File: src/rtl/pci_reg_target_pkg.sv
package pci_reg_target_pkg;

  typedef enum logic [1:0] {
    SP_NONE = 2'd0,
    SP_CFG  = 2'd1,
    SP_MEM  = 2'd2,
    SP_IO   = 2'd3
  } space_e;

  localparam logic [3:0] CMD_IO_RD  = 4'h2;
  localparam logic [3:0] CMD_IO_WR  = 4'h3;
  localparam logic [3:0] CMD_MEM_RD = 4'h6;
  localparam logic [3:0] CMD_MEM_WR = 4'h7;
  localparam logic [3:0] CMD_CFG_RD = 4'hA;
  localparam logic [3:0] CMD_CFG_WR = 4'hB;

  localparam int CFG_IDX_W = 6;
  localparam logic [CFG_IDX_W-1:0] CFG_CMD_IDX  = 6'd1;
  localparam logic [CFG_IDX_W-1:0] CFG_BAR0_IDX = 6'd4;
  localparam logic [CFG_IDX_W-1:0] CFG_BAR1_IDX = 6'd5;

  // expand active-low byte enables to a bit mask of written bits
  function automatic logic [31:0] lane_mask(input logic [3:0] be_n);
    logic [31:0] m;
    for (int l = 0; l < 4; l++) m[l*8 +: 8] = {8{~be_n[l]}};
    return m;
  endfunction

endpackage

File: src/rtl/prt_space_decode.sv
module prt_space_decode
  import pci_reg_target_pkg::*;
#(
  parameter int MEM_WIN_BITS = 8,
  parameter int IO_WIN_BITS  = 8,
  parameter int IDX_W        = 6,
  localparam int MEM_HI_W    = 32 - MEM_WIN_BITS,
  localparam int IO_HI_W     = 32 - IO_WIN_BITS
) (
  input  logic [3:0]           cmd_i,
  input  logic                 idsel_i,
  input  logic [31:0]          addr_i,
  input  logic                 mem_en_i,
  input  logic                 io_en_i,
  input  logic [MEM_HI_W-1:0]  bar0_hi_i,
  input  logic [IO_HI_W-1:0]   bar1_hi_i,
  output space_e               space_o,
  output logic                 write_o,
  output logic [IDX_W-1:0]     idx_o,
  output logic [CFG_IDX_W-1:0] cfg_idx_o
);

  logic is_cfg, is_mem, is_io;

  always_comb begin
    is_cfg = (cmd_i == CMD_CFG_RD || cmd_i == CMD_CFG_WR) && idsel_i && (addr_i[1:0] == 2'b00);
    is_mem = (cmd_i == CMD_MEM_RD || cmd_i == CMD_MEM_WR) && mem_en_i &&
             (addr_i[31:MEM_WIN_BITS] == bar0_hi_i);
    is_io  = (cmd_i == CMD_IO_RD || cmd_i == CMD_IO_WR) && io_en_i &&
             (addr_i[31:IO_WIN_BITS] == bar1_hi_i);

    space_o = SP_NONE;
    idx_o   = '0;
    if (is_cfg) begin
      space_o = SP_CFG;
    end else if (is_mem) begin
      space_o = SP_MEM;
      idx_o   = IDX_W'(addr_i[MEM_WIN_BITS-1:2]);
    end else if (is_io) begin
      space_o = SP_IO;
      idx_o   = IDX_W'(addr_i[IO_WIN_BITS-1:2]);
    end
    write_o   = cmd_i[0];
    cfg_idx_o = addr_i[7:2];
  end

endmodule

File: src/rtl/prt_cfg_regs.sv
module prt_cfg_regs
  import pci_reg_target_pkg::*;
#(
  parameter int MEM_WIN_BITS = 8,
  parameter int IO_WIN_BITS  = 8,
  localparam int MEM_HI_W    = 32 - MEM_WIN_BITS,
  localparam int IO_HI_W     = 32 - IO_WIN_BITS
) (
  input  logic                 clk_i,
  input  logic                 rst_ni,
  input  logic                 wr_i,
  input  logic [CFG_IDX_W-1:0] idx_i,
  input  logic [3:0]           be_ni,
  input  logic [31:0]          wdata_i,
  output logic [31:0]          rdata_o,
  output logic [MEM_HI_W-1:0]  bar0_hi_o,
  output logic [IO_HI_W-1:0]   bar1_hi_o,
  output logic                 mem_en_o,
  output logic                 io_en_o
);

  logic [MEM_HI_W-1:0] bar0_q;
  logic [IO_HI_W-1:0]  bar1_q;
  logic                mem_en_q, io_en_q;
  logic [31:0]         wmask;
  logic                unused_wdata;

  assign wmask        = lane_mask(be_ni);
  assign unused_wdata = ^wdata_i;

  always_ff @(posedge clk_i or negedge rst_ni) begin
    if (!rst_ni) begin
      bar0_q   <= '0;
      bar1_q   <= '0;
      mem_en_q <= 1'b0;
      io_en_q  <= 1'b0;
    end else if (wr_i) begin
      unique case (idx_i)
        CFG_CMD_IDX: if (!be_ni[0]) begin
          io_en_q  <= wdata_i[0];
          mem_en_q <= wdata_i[1];
        end
        CFG_BAR0_IDX: bar0_q <= (bar0_q & ~wmask[31:MEM_WIN_BITS]) |
                                (wdata_i[31:MEM_WIN_BITS] & wmask[31:MEM_WIN_BITS]);
        CFG_BAR1_IDX: bar1_q <= (bar1_q & ~wmask[31:IO_WIN_BITS]) |
                                (wdata_i[31:IO_WIN_BITS] & wmask[31:IO_WIN_BITS]);
        default: ;
      endcase
    end
  end

  always_comb begin
    unique case (idx_i)
      CFG_CMD_IDX:  rdata_o = {30'b0, mem_en_q, io_en_q};
      CFG_BAR0_IDX: rdata_o = {bar0_q, {MEM_WIN_BITS{1'b0}}};
      CFG_BAR1_IDX: rdata_o = {bar1_q, {(IO_WIN_BITS-1){1'b0}}, 1'b1};
      default:      rdata_o = '0;
    endcase
  end

  assign bar0_hi_o = bar0_q;
  assign bar1_hi_o = bar1_q;
  assign mem_en_o  = mem_en_q;
  assign io_en_o   = io_en_q;

endmodule

File: src/rtl/prt_reg_file.sv
module prt_reg_file
  import pci_reg_target_pkg::*;
#(
  parameter int NUM_REGS = 16,
  parameter int IDX_W    = 6
) (
  input  logic             clk_i,
  input  logic             rst_ni,
  input  logic             wr_i,
  input  logic [IDX_W-1:0] idx_i,
  input  logic [3:0]       be_ni,
  input  logic [31:0]      wdata_i,
  output logic [31:0]      rdata_o
);

  logic [31:0] wmask;
  logic [31:0] rd_vec [NUM_REGS];

  assign wmask = lane_mask(be_ni);

  for (genvar r = 0; r < NUM_REGS; r++) begin : g_reg
    logic [31:0] q;
    always_ff @(posedge clk_i or negedge rst_ni) begin
      if (!rst_ni) q <= '0;
      else if (wr_i && idx_i == IDX_W'(r)) q <= (q & ~wmask) | (wdata_i & wmask);
    end
    assign rd_vec[r] = q;
  end

  // offsets past NUM_REGS fall through to zero
  always_comb begin
    rdata_o = '0;
    for (int i = 0; i < NUM_REGS; i++)
      if (idx_i == IDX_W'(i)) rdata_o = rd_vec[i];
  end

endmodule

File: src/rtl/pci_reg_target.sv
module pci_reg_target
  import pci_reg_target_pkg::*;
#(
  parameter int NUM_REGS     = 16,
  parameter int MEM_WIN_BITS = 8,
  parameter int IO_WIN_BITS  = 8,
  localparam int IDX_W       = ((MEM_WIN_BITS > IO_WIN_BITS) ? MEM_WIN_BITS : IO_WIN_BITS) - 2
) (
  input  logic             clk_i,
  input  logic             rst_ni,
  input  logic             req_valid_i,
  input  logic             req_first_i,
  input  logic             req_last_i,
  input  logic [3:0]       req_cmd_i,
  input  logic             req_idsel_i,
  input  logic [31:0]      req_addr_i,
  input  logic [3:0]       req_be_ni,
  input  logic [31:0]      req_wdata_i,
  output logic             rsp_valid_o,
  output logic             rsp_claim_o,
  output logic             rsp_stop_o,
  output logic [31:0]      rsp_rdata_o,
  output logic             reg_wr_o,
  output logic             reg_rd_o,
  output logic [IDX_W-1:0] reg_idx_o
);

  localparam int MEM_HI_W = 32 - MEM_WIN_BITS;
  localparam int IO_HI_W  = 32 - IO_WIN_BITS;
  localparam logic [IDX_W-1:0] MEM_LAST = IDX_W'((1 << (MEM_WIN_BITS - 2)) - 1);

  space_e               dec_space, cur_space, txn_space_q;
  logic                 dec_write, cur_write, txn_write_q, txn_live_q;
  logic [IDX_W-1:0]     dec_idx, cur_idx, txn_idx_q;
  logic [CFG_IDX_W-1:0] cfg_idx;
  logic [MEM_HI_W-1:0]  bar0_hi;
  logic [IO_HI_W-1:0]   bar1_hi;
  logic                 mem_en, io_en;
  logic                 claim, stop, rf_wr, rf_rd, cfg_wr;
  logic [31:0]          cfg_rdata, rf_rdata, rd_sel;

  prt_space_decode #(
    .MEM_WIN_BITS(MEM_WIN_BITS),
    .IO_WIN_BITS (IO_WIN_BITS),
    .IDX_W       (IDX_W)
  ) u_decode (
    .cmd_i    (req_cmd_i),
    .idsel_i  (req_idsel_i),
    .addr_i   (req_addr_i),
    .mem_en_i (mem_en),
    .io_en_i  (io_en),
    .bar0_hi_i(bar0_hi),
    .bar1_hi_i(bar1_hi),
    .space_o  (dec_space),
    .write_o  (dec_write),
    .idx_o    (dec_idx),
    .cfg_idx_o(cfg_idx)
  );

  // phase context: address phase decode, or the live transaction
  always_comb begin
    if (req_first_i) begin
      cur_space = dec_space;
      cur_write = dec_write;
      cur_idx   = dec_idx;
    end else if (txn_live_q) begin
      cur_space = txn_space_q;
      cur_write = txn_write_q;
      cur_idx   = txn_idx_q;
    end else begin
      cur_space = SP_NONE;
      cur_write = 1'b0;
      cur_idx   = '0;
    end
    claim  = req_valid_i && (cur_space != SP_NONE);
    // only memory space may burst, and never past the window end
    stop   = claim && !req_last_i && ((cur_space != SP_MEM) || (cur_idx == MEM_LAST));
    rf_wr  = claim && cur_write  && (cur_space == SP_MEM || cur_space == SP_IO);
    rf_rd  = claim && !cur_write && (cur_space == SP_MEM || cur_space == SP_IO);
    cfg_wr = claim && cur_write  && (cur_space == SP_CFG);
    rd_sel = (cur_space == SP_CFG) ? cfg_rdata : rf_rdata;
  end

  prt_cfg_regs #(
    .MEM_WIN_BITS(MEM_WIN_BITS),
    .IO_WIN_BITS (IO_WIN_BITS)
  ) u_cfg (
    .clk_i    (clk_i),
    .rst_ni   (rst_ni),
    .wr_i     (cfg_wr),
    .idx_i    (cfg_idx),
    .be_ni    (req_be_ni),
    .wdata_i  (req_wdata_i),
    .rdata_o  (cfg_rdata),
    .bar0_hi_o(bar0_hi),
    .bar1_hi_o(bar1_hi),
    .mem_en_o (mem_en),
    .io_en_o  (io_en)
  );

  prt_reg_file #(
    .NUM_REGS(NUM_REGS),
    .IDX_W   (IDX_W)
  ) u_regs (
    .clk_i  (clk_i),
    .rst_ni (rst_ni),
    .wr_i   (rf_wr),
    .idx_i  (cur_idx),
    .be_ni  (req_be_ni),
    .wdata_i(req_wdata_i),
    .rdata_o(rf_rdata)
  );

  always_ff @(posedge clk_i or negedge rst_ni) begin
    if (!rst_ni) begin
      txn_live_q  <= 1'b0;
      txn_space_q <= SP_NONE;
      txn_write_q <= 1'b0;
      txn_idx_q   <= '0;
    end else if (req_valid_i) begin
      if (req_first_i) begin
        txn_live_q  <= claim && !req_last_i && !stop;
        txn_space_q <= cur_space;
        txn_write_q <= cur_write;
        txn_idx_q   <= cur_idx + 1'b1;
      end else if (txn_live_q) begin
        txn_live_q <= !req_last_i && !stop;
        txn_idx_q  <= cur_idx + 1'b1;
      end
    end
  end

  always_ff @(posedge clk_i or negedge rst_ni) begin
    if (!rst_ni) begin
      rsp_valid_o <= 1'b0;
      rsp_claim_o <= 1'b0;
      rsp_stop_o  <= 1'b0;
      rsp_rdata_o <= '0;
      reg_wr_o    <= 1'b0;
      reg_rd_o    <= 1'b0;
      reg_idx_o   <= '0;
    end else begin
      rsp_valid_o <= req_valid_i;
      rsp_claim_o <= claim;
      rsp_stop_o  <= stop;
      rsp_rdata_o <= (claim && !cur_write) ? rd_sel : '0;
      reg_wr_o    <= rf_wr;
      reg_rd_o    <= rf_rd;
      reg_idx_o   <= (rf_wr || rf_rd) ? cur_idx : '0;
    end
  end

endmodule

File: config.mk
export PLATFORM = sky130hd
export DESIGN_NAME = pci_reg_target
export DESIGN_NICKNAME = d
export VERILOG_FILES = /design/src/rtl/pci_reg_target_pkg.sv /design/src/rtl/prt_space_decode.sv /design/src/rtl/prt_cfg_regs.sv /design/src/rtl/prt_reg_file.sv /design/src/rtl/pci_reg_target.sv
export SDC_FILE = /design/constraint.sdc
export NUM_CORES = 1
export LEC_CHECK = 0
export ABC_AREA = 1
export BUFFER_PORTS_ARGS = -buffer_cell sky130_fd_sc_hd__buf_2
export CORE_UTILIZATION = 60
export CTS_CLUSTER_DIAMETER = 50
export DETAILED_ROUTE_END_ITERATION = 8
export PLACE_DENSITY = 0.85
export SLEW_MARGIN = 40
export SYNTH_ARGS = -nofsm -noshare
export SYNTH_HDL_FRONTEND = slang
export SYNTH_SLANG_ARGS = --single-unit
File: constraint.sdc
create_clock -name clk_i -period 7.62 [get_ports clk_i]
set_input_delay 1.143 -clock clk_i [delete_from_list [all_inputs] [get_ports clk_i]]
set_output_delay 1.143 -clock clk_i [all_outputs]
set_load 0.1 [all_outputs]
* Word-level counts from Yosys, hierarchy flattened
Cells that the tools add are included.
Word-level totals: word-level logic and storage cells 193, input port bits 78, output and inout port bits 43, bits in registers 615
Operators by class: add/subtract/negate cells 1, reductions and logical operators 50, mux-type cells 36, equality and inequality tests 31, bitwise gates (word level) 44
Operator list (count):
- $mux 32 | 18
- $and 32x32->32 | 17
- $or 32x32->32 | 16
- $pmux 32 s3 | 1
- $and 24x24->24 | 3
- $eq 24x24->1 | 2
- $eq 6x4->1 const B | 8
- $mux 6 | 8
- $or 24x24->24 | 2
- $eq 6x3->1 const B | 6
- $logic_and 1x1->1 | 32
- $not 32->32 | 1
- $not 24->24 | 1
- $eq 6x1->1 const B | 2
- $eq 6x2->1 const B | 2
- $mux 2 | 5
- $eq 4x2->1 const B | 2
- $eq 4x3->1 const B | 2
- $eq 4x4->1 const B | 2
- $reduce_and 2->1 | 4
- $add 6x1->6 const B | 1
- $eq 6x6->1 const B | 1
- $logic_not 6->1 | 1
- $logic_or 1x1->1 | 6
- 9 further kinds | 19

* Depth between registers and ports, before layout
depth after elaboration 27, depth in mapped cells 32

* By module
A second synthesis with hierarchy kept.
Unflattened totals: cells, all modules 3629, area total of the unflattened synthesis 28870.2 µm²
By module, submodules not included:
- prt_reg_file | sequential area each 12812.3 µm², cells each 2775, area each 22835.7 µm², times used 1
- prt_cfg_regs | sequential area each 1251.2 µm², cells each 332, area each 2543.7 µm², times used 1
- pci_reg_target | sequential area each 1326.3 µm², cells each 285, area each 2467.4 µm², times used 1
- prt_space_decode | sequential area each 0.0 µm², cells each 237, area each 1023.5 µm², times used 1

* Worst setup path after synthesis
No wires, ideal clock.
path type input to register, start in req_cmd_i[3], end reg rsp_rdata_o[5], buffers on the path 1, data arrival time 3740 ps, setup time 77 ps, setup slack 3803 ps, stages on the path 28, cells stage by stage inv_1 > nand3_1 > nor2_1 > nand3_1 > nor2_1 > nand3_2 > nand2_4 > nand2_1 > o22ai_1 > inv_1 > ha_1 > nand2_8 > inv_4 > nor2_4 > buf_6 > nand2_1 > nand2_1 > o211ai_1 > nand3_1 > o21ai_1 > o21a_1 > o21ai_1 > nand2_1 > nand2_1 > nand2_1 > nand3_1 > nand2_1 > a21oi_1
On the way: longest elaborated chain between the ends 27, elaborated cells on any way between the ends 61, those cells by class eq/ne (22); mux (26); reduce/logical (13)
RTL lines:
- from (decl) | RTL line pci_reg_target.sv:14 | input logic [3:0] req_cmd_i,
- $eq 4x2->1 | RTL line prt_space_decode.sv:29 | is_io = (cmd_i == CMD_IO_RD || cmd_i == CMD_IO_WR) && io_en_i &&
- $logic_or 1x1->1 | RTL line prt_space_decode.sv:29
- $logic_and 1x1->1 (2 in a row) | RTL line prt_space_decode.sv:29
- $mux 6 | RTL line prt_space_decode.sv:39 | end else if (is_io) begin
- $mux 6 | RTL line prt_space_decode.sv:36 | end else if (is_mem) begin
- $mux 6 | RTL line prt_space_decode.sv:34 | if (is_cfg) begin
- $mux 6 | RTL line pci_reg_target.sv:62 | if (req_first_i) begin
- $logic_not 6->1 | RTL line prt_reg_file.sv:34 | if (idx_i == IDX_W'(i)) rdata_o = rd_vec[i];
- $mux 32 (16 in a row) | RTL line prt_reg_file.sv:34
- $mux 32 | RTL line pci_reg_target.sv:81 | rd_sel = (cur_space == SP_CFG) ? cfg_rdata : rf_rdata;
- $mux 32 (*) | RTL line pci_reg_target.sv:146 | rsp_rdata_o <= (claim && !cur_write) ? rd_sel : '0;
- to (signal assigned) | RTL line pci_reg_target.sv:146
- to (decl) | RTL line pci_reg_target.sv:22 | output logic [31:0] rsp_rdata_o,
Mark *: on every way between the ends. The rest lies on a longest branch, timed or not. A chain may end at the register's enable or synchronous reset.

* Final worst setup path
start in req_addr_i[18], end reg rsp_rdata_o[30]
On the way: longest elaborated chain between the ends 25, elaborated cells on any way between the ends 50, those cells by class eq/ne (18); mux (26); reduce/logical (6)
RTL lines:
- from (decl) | RTL line pci_reg_target.sv:16 | input logic [31:0] req_addr_i,
- $eq 24x24->1 | RTL line prt_space_decode.sv:30 | (addr_i[31:IO_WIN_BITS] == bar1_hi_i);
- $logic_and 1x1->1 | RTL line prt_space_decode.sv:29
- $mux 6 | RTL line prt_space_decode.sv:39
- $mux 6 | RTL line prt_space_decode.sv:36
- $mux 6 | RTL line prt_space_decode.sv:34
- $mux 6 | RTL line pci_reg_target.sv:62
- $logic_not 6->1 | RTL line prt_reg_file.sv:34
- $mux 32 (16 in a row) | RTL line prt_reg_file.sv:34
- $mux 32 | RTL line pci_reg_target.sv:81
- $mux 32 (*) | RTL line pci_reg_target.sv:146
Marks and branches as above.

==> results.sh <==
export IMPL_cts_buffer_depth=3
export IMPL_p_leak_uw=0.01493
export IMPL_finalCriticalPeriod_ns=4.613
export IMPL_overflow=0
export IMPL_grt_max_degree=130
export IMPL_synth_fa_ha_area_share_pct=0.1770
export IMPL_die_area_um2=47990
export IMPL_p_sw_uw=1469
export IMPL_cts_buffers=67
export IMPL_route_detailed_drc=0
export IMPL_io_buffers=120
export IMPL_dr_pass1_iters=7
export IMPL_globalplace_congestion=0.8958
export IMPL_finalClockSkew_ns=0.02541
export IMPL_startpoint="req_addr_i[18]"
export IMPL_yosys_warnings=0
export IMPL_cts_sinks=615
export IMPL_synth_main_ff_cell="dfrtp_1"
export IMPL_status="complete, no violations"
export IMPL_hold_depth=2
export IMPL_yosysMostFrequentCell="nand2_1"
export IMPL_end_kind="register"
export IMPL_worstSetupStartpointType="primary input"
export IMPL_dpl_hpwl_um=47100
export IMPL_die_y_um=219.1
export IMPL_clockPowerShare_pct=48.9
export IMPL_rows=79
export IMPL_drt_total_wl_um=72130
export IMPL_tns_ns=0
export IMPL_ctsHoldBuffers=0
export IMPL_synth_cells=3540
export IMPL_p_sw_share_pct=21.73
export IMPL_setup_violations=0
export IMPL_synthSimpleGateAreaFrac_pct=23.98
export IMPL_worstPathRequired_ns=8.08
export IMPL_r2r_cells=22
export IMPL_grt_pass1_vias=23840
export IMPL_nets=3628
export IMPL_synth_mux_area_share_pct=0
export IMPL_synthXorXnorAreaFrac_pct=0.5266
export IMPL_p_int_uw=5291
export IMPL_synth_edf_count=0
export IMPL_grt_pass1_wl_um=118500
export IMPL_rsz0062_at_grt="false"
export IMPL_track_usage_pct=30.71
export IMPL_fillers=3605
export IMPL_cts_tree="built"
export IMPL_dp_cells=4083
export IMPL_syn_to_final_growth_pct=10.78
export IMPL_netlist_top_cells_count="nand2_1, dfrtp_1, o21ai_0"
export IMPL_io_pins=121
export IMPL_num_vias=24520
export IMPL_crit_type="in -> reg"
export IMPL_timing_hold_violations_final=0
export IMPL_worst_slew_pin_transition_ns=0.8308
export IMPL_min_period_over_period_pct=60.53
export IMPL_syn_avg_cell_area_um2=7.987
export IMPL_power_density_nw_per_um2=215.8
export IMPL_critPathMaxFanout=48
export IMPL_finalMaxSlewViolations=0
export IMPL_fmax_mhz=216.8
export IMPL_syn_area_um2=28270
export IMPL_max_slew_margin_pct=44.27
export IMPL_combinationalPowerShare_pct=2.7
export IMPL_postSynth_asyncResetShare_pct=100.0
export IMPL_seqPwrFrac_pct=48.4
export IMPL_ant_nets=0
export IMPL_drive_above_1_share_pct=9.162
export IMPL_cts_repair_resize_count=0
export IMPL_synth_area_leaders="dfrtp_1, nand2_1, o21ai_0"
export IMPL_start_util_pct=60.73
export IMPL_hp_class="reg -> reg"
export IMPL_synth_seq_area_share_pct=54.43
export IMPL_core_area_um2=46560
export IMPL_layout_cells_non_filler=4198
export IMPL_synth_distinct_cells=39
export IMPL_synth_top_cell_area_share_pct=54.43
export IMPL_antenna_cells=0
export IMPL_cp_arrival_ns=5.07
export IMPL_cts_root_buf="clkbuf_16"
export IMPL_postCtsSetupRepairBufs=0
export IMPL_drtIter0Drc=2227
export IMPL_insertion_delay_ns=0.60
export IMPL_antenna_found_initial=0
export IMPL_cap_viol_max_count=0
export IMPL_htree_levels=3
export IMPL_wl_per_cell_um=17.18
export IMPL_ir_drop_uv=217.2
export IMPL_via_per_inst=5.841
export IMPL_ys_ff_latch=615
export IMPL_fp_dieW_um=219.1
export IMPL_synth_largest_area_cell="dfrtp_1"
export IMPL_syn_nets=3622
export IMPL_synth_compound_area_share_pct=15.95
export IMPL_clk_pin_slew_ns=0.06
export IMPL_synth_top_family_by_area="simple AND/OR/NAND/NOR gates"
[power groups by stage]
stage               registers [µW]  logic (µW)  clock network (µW)
finish                        3270         183                3300
global route                  3270         207                3440
CTS                           3270         187                3320
detailed placement            3330         187                   0
global placement              3330         184                   0
floorplan                     3330        57.1                   0
[critical path, stage by stage]
cell and delay (ns):
buf_2 0.10, inv_1 0.05, nand2_1 0.05, nand2_1 0.05, nor2_1 0.23, nand3_1 0.12
nor2_1 0.13, nand3_2 0.12, nand2_4 0.14, nand2_1 0.08, o22ai_1 0.34, ha_1 0.28
nand2_2 0.18, nor2_4 0.14, buf_4 0.47, inv_1 0.55, or2_2 0.44, nand2_1 0.07
nand2_1 0.06, nand2_1 0.05, nand2_1 0.05, nand2_1 0.11, a21oi_1 0.08
[area by class of cell]
cell class / instances / area, µm² / share of cell area, %
timing repair buffer: 147 / 874.6 / 2.792
clock buffer: 95 / 1997 / 6.376
tap: 607 / 759.5 / 2.425
inverter: 141 / 531.8 / 1.698
multi-input combinational: 2574 / 11540 / 36.83
sequential: 615 / 15390 / 49.14
clock inverter: 19 / 232.7 / 0.7430
[cell usage in the layout, fill, tap and decap left out, types with 4 or more instances in the layout]
cell type,instances
xnor2_1,4
clkinv_2,10
clkbuf_16,72
xor2_1,13
clkbuf_1,11
nor2_2,10
ha_1,4
inv_2,15
o211ai_1,21
o22ai_1,13
or2_2,28
nand3_1,204
nand2_1,1145
nor2_4,10
buf_4,19
buf_6,5
nand4_1,7
clkinv_1,7
bufinv_16,5
buf_2,119
nand3_2,4
a22oi_1,5
inv_1,118
nor2_1,245
o21ai_1,22
or2_1,5
dfrtp_1,615
nand2_2,6
a21oi_1,201
clkbuf_8,13
o21ai_0,615
[routing by layer]
| layer | wire, µm | track usage (%) | part of all wire [%] | vias to the layer above |
|---|---|---|---|---|
| met1 | 28560 | 39.11 | 40 | 11860 |
| met2 | 36690 | 52.37 | 51 | 896 |
| met5 | 0 | 0 | 0 | - |
| met3 | 4749 | 5.336 | 6.6 | 190 |
| met4 | 2140 | 11.76 | 3.0 | 0 |
| li1 | - | - | - | 11570 |
[worst paths after layout]
path / endpoint / slack [ns]
max: rsp_rdata_o[30] / 3.01
min: register / 0.48
max reg2reg: rsp_rdata_o[30] / 3.22
min reg2reg: register / 0.48
max in group asynchronous: async pin / 5.85
min in group asynchronous: rsp_stop_o / 0.56
[logic make-up (layout without fill, tap and decap cells)]
kind of cell	count (synthesis)	count (layout)
DFF	615	615
xor gates and xnor gates	17	17
AOI/OAI and AO/OA	882	882
and+or+nand+nor	1671	1671
buffers and inverters	351	402
adders and majority gates	4	4
[stage by stage]
step | hold WS [ns] | area, µm² | util, % | total power [µW] | setup WS (ns)
after global placement | 0.4580 | 29040 | 62.38 | 3515 | 2.455
final | 0.4790 | 31320 | 67.28 | 6760 | 3.007
after floorplan | 0.4455 | 28270 | - | 3391 | 3.803
after global routing | 0.4956 | 31320 | 67.28 | 6918 | 2.659
after CTS | 0.4801 | 31280 | 67.20 | 6775 | 2.970
after detailed placement | 0.4661 | 29050 | 62.41 | 3517 | 2.340
Note: power is estimated with default switching activity, not from simulation.
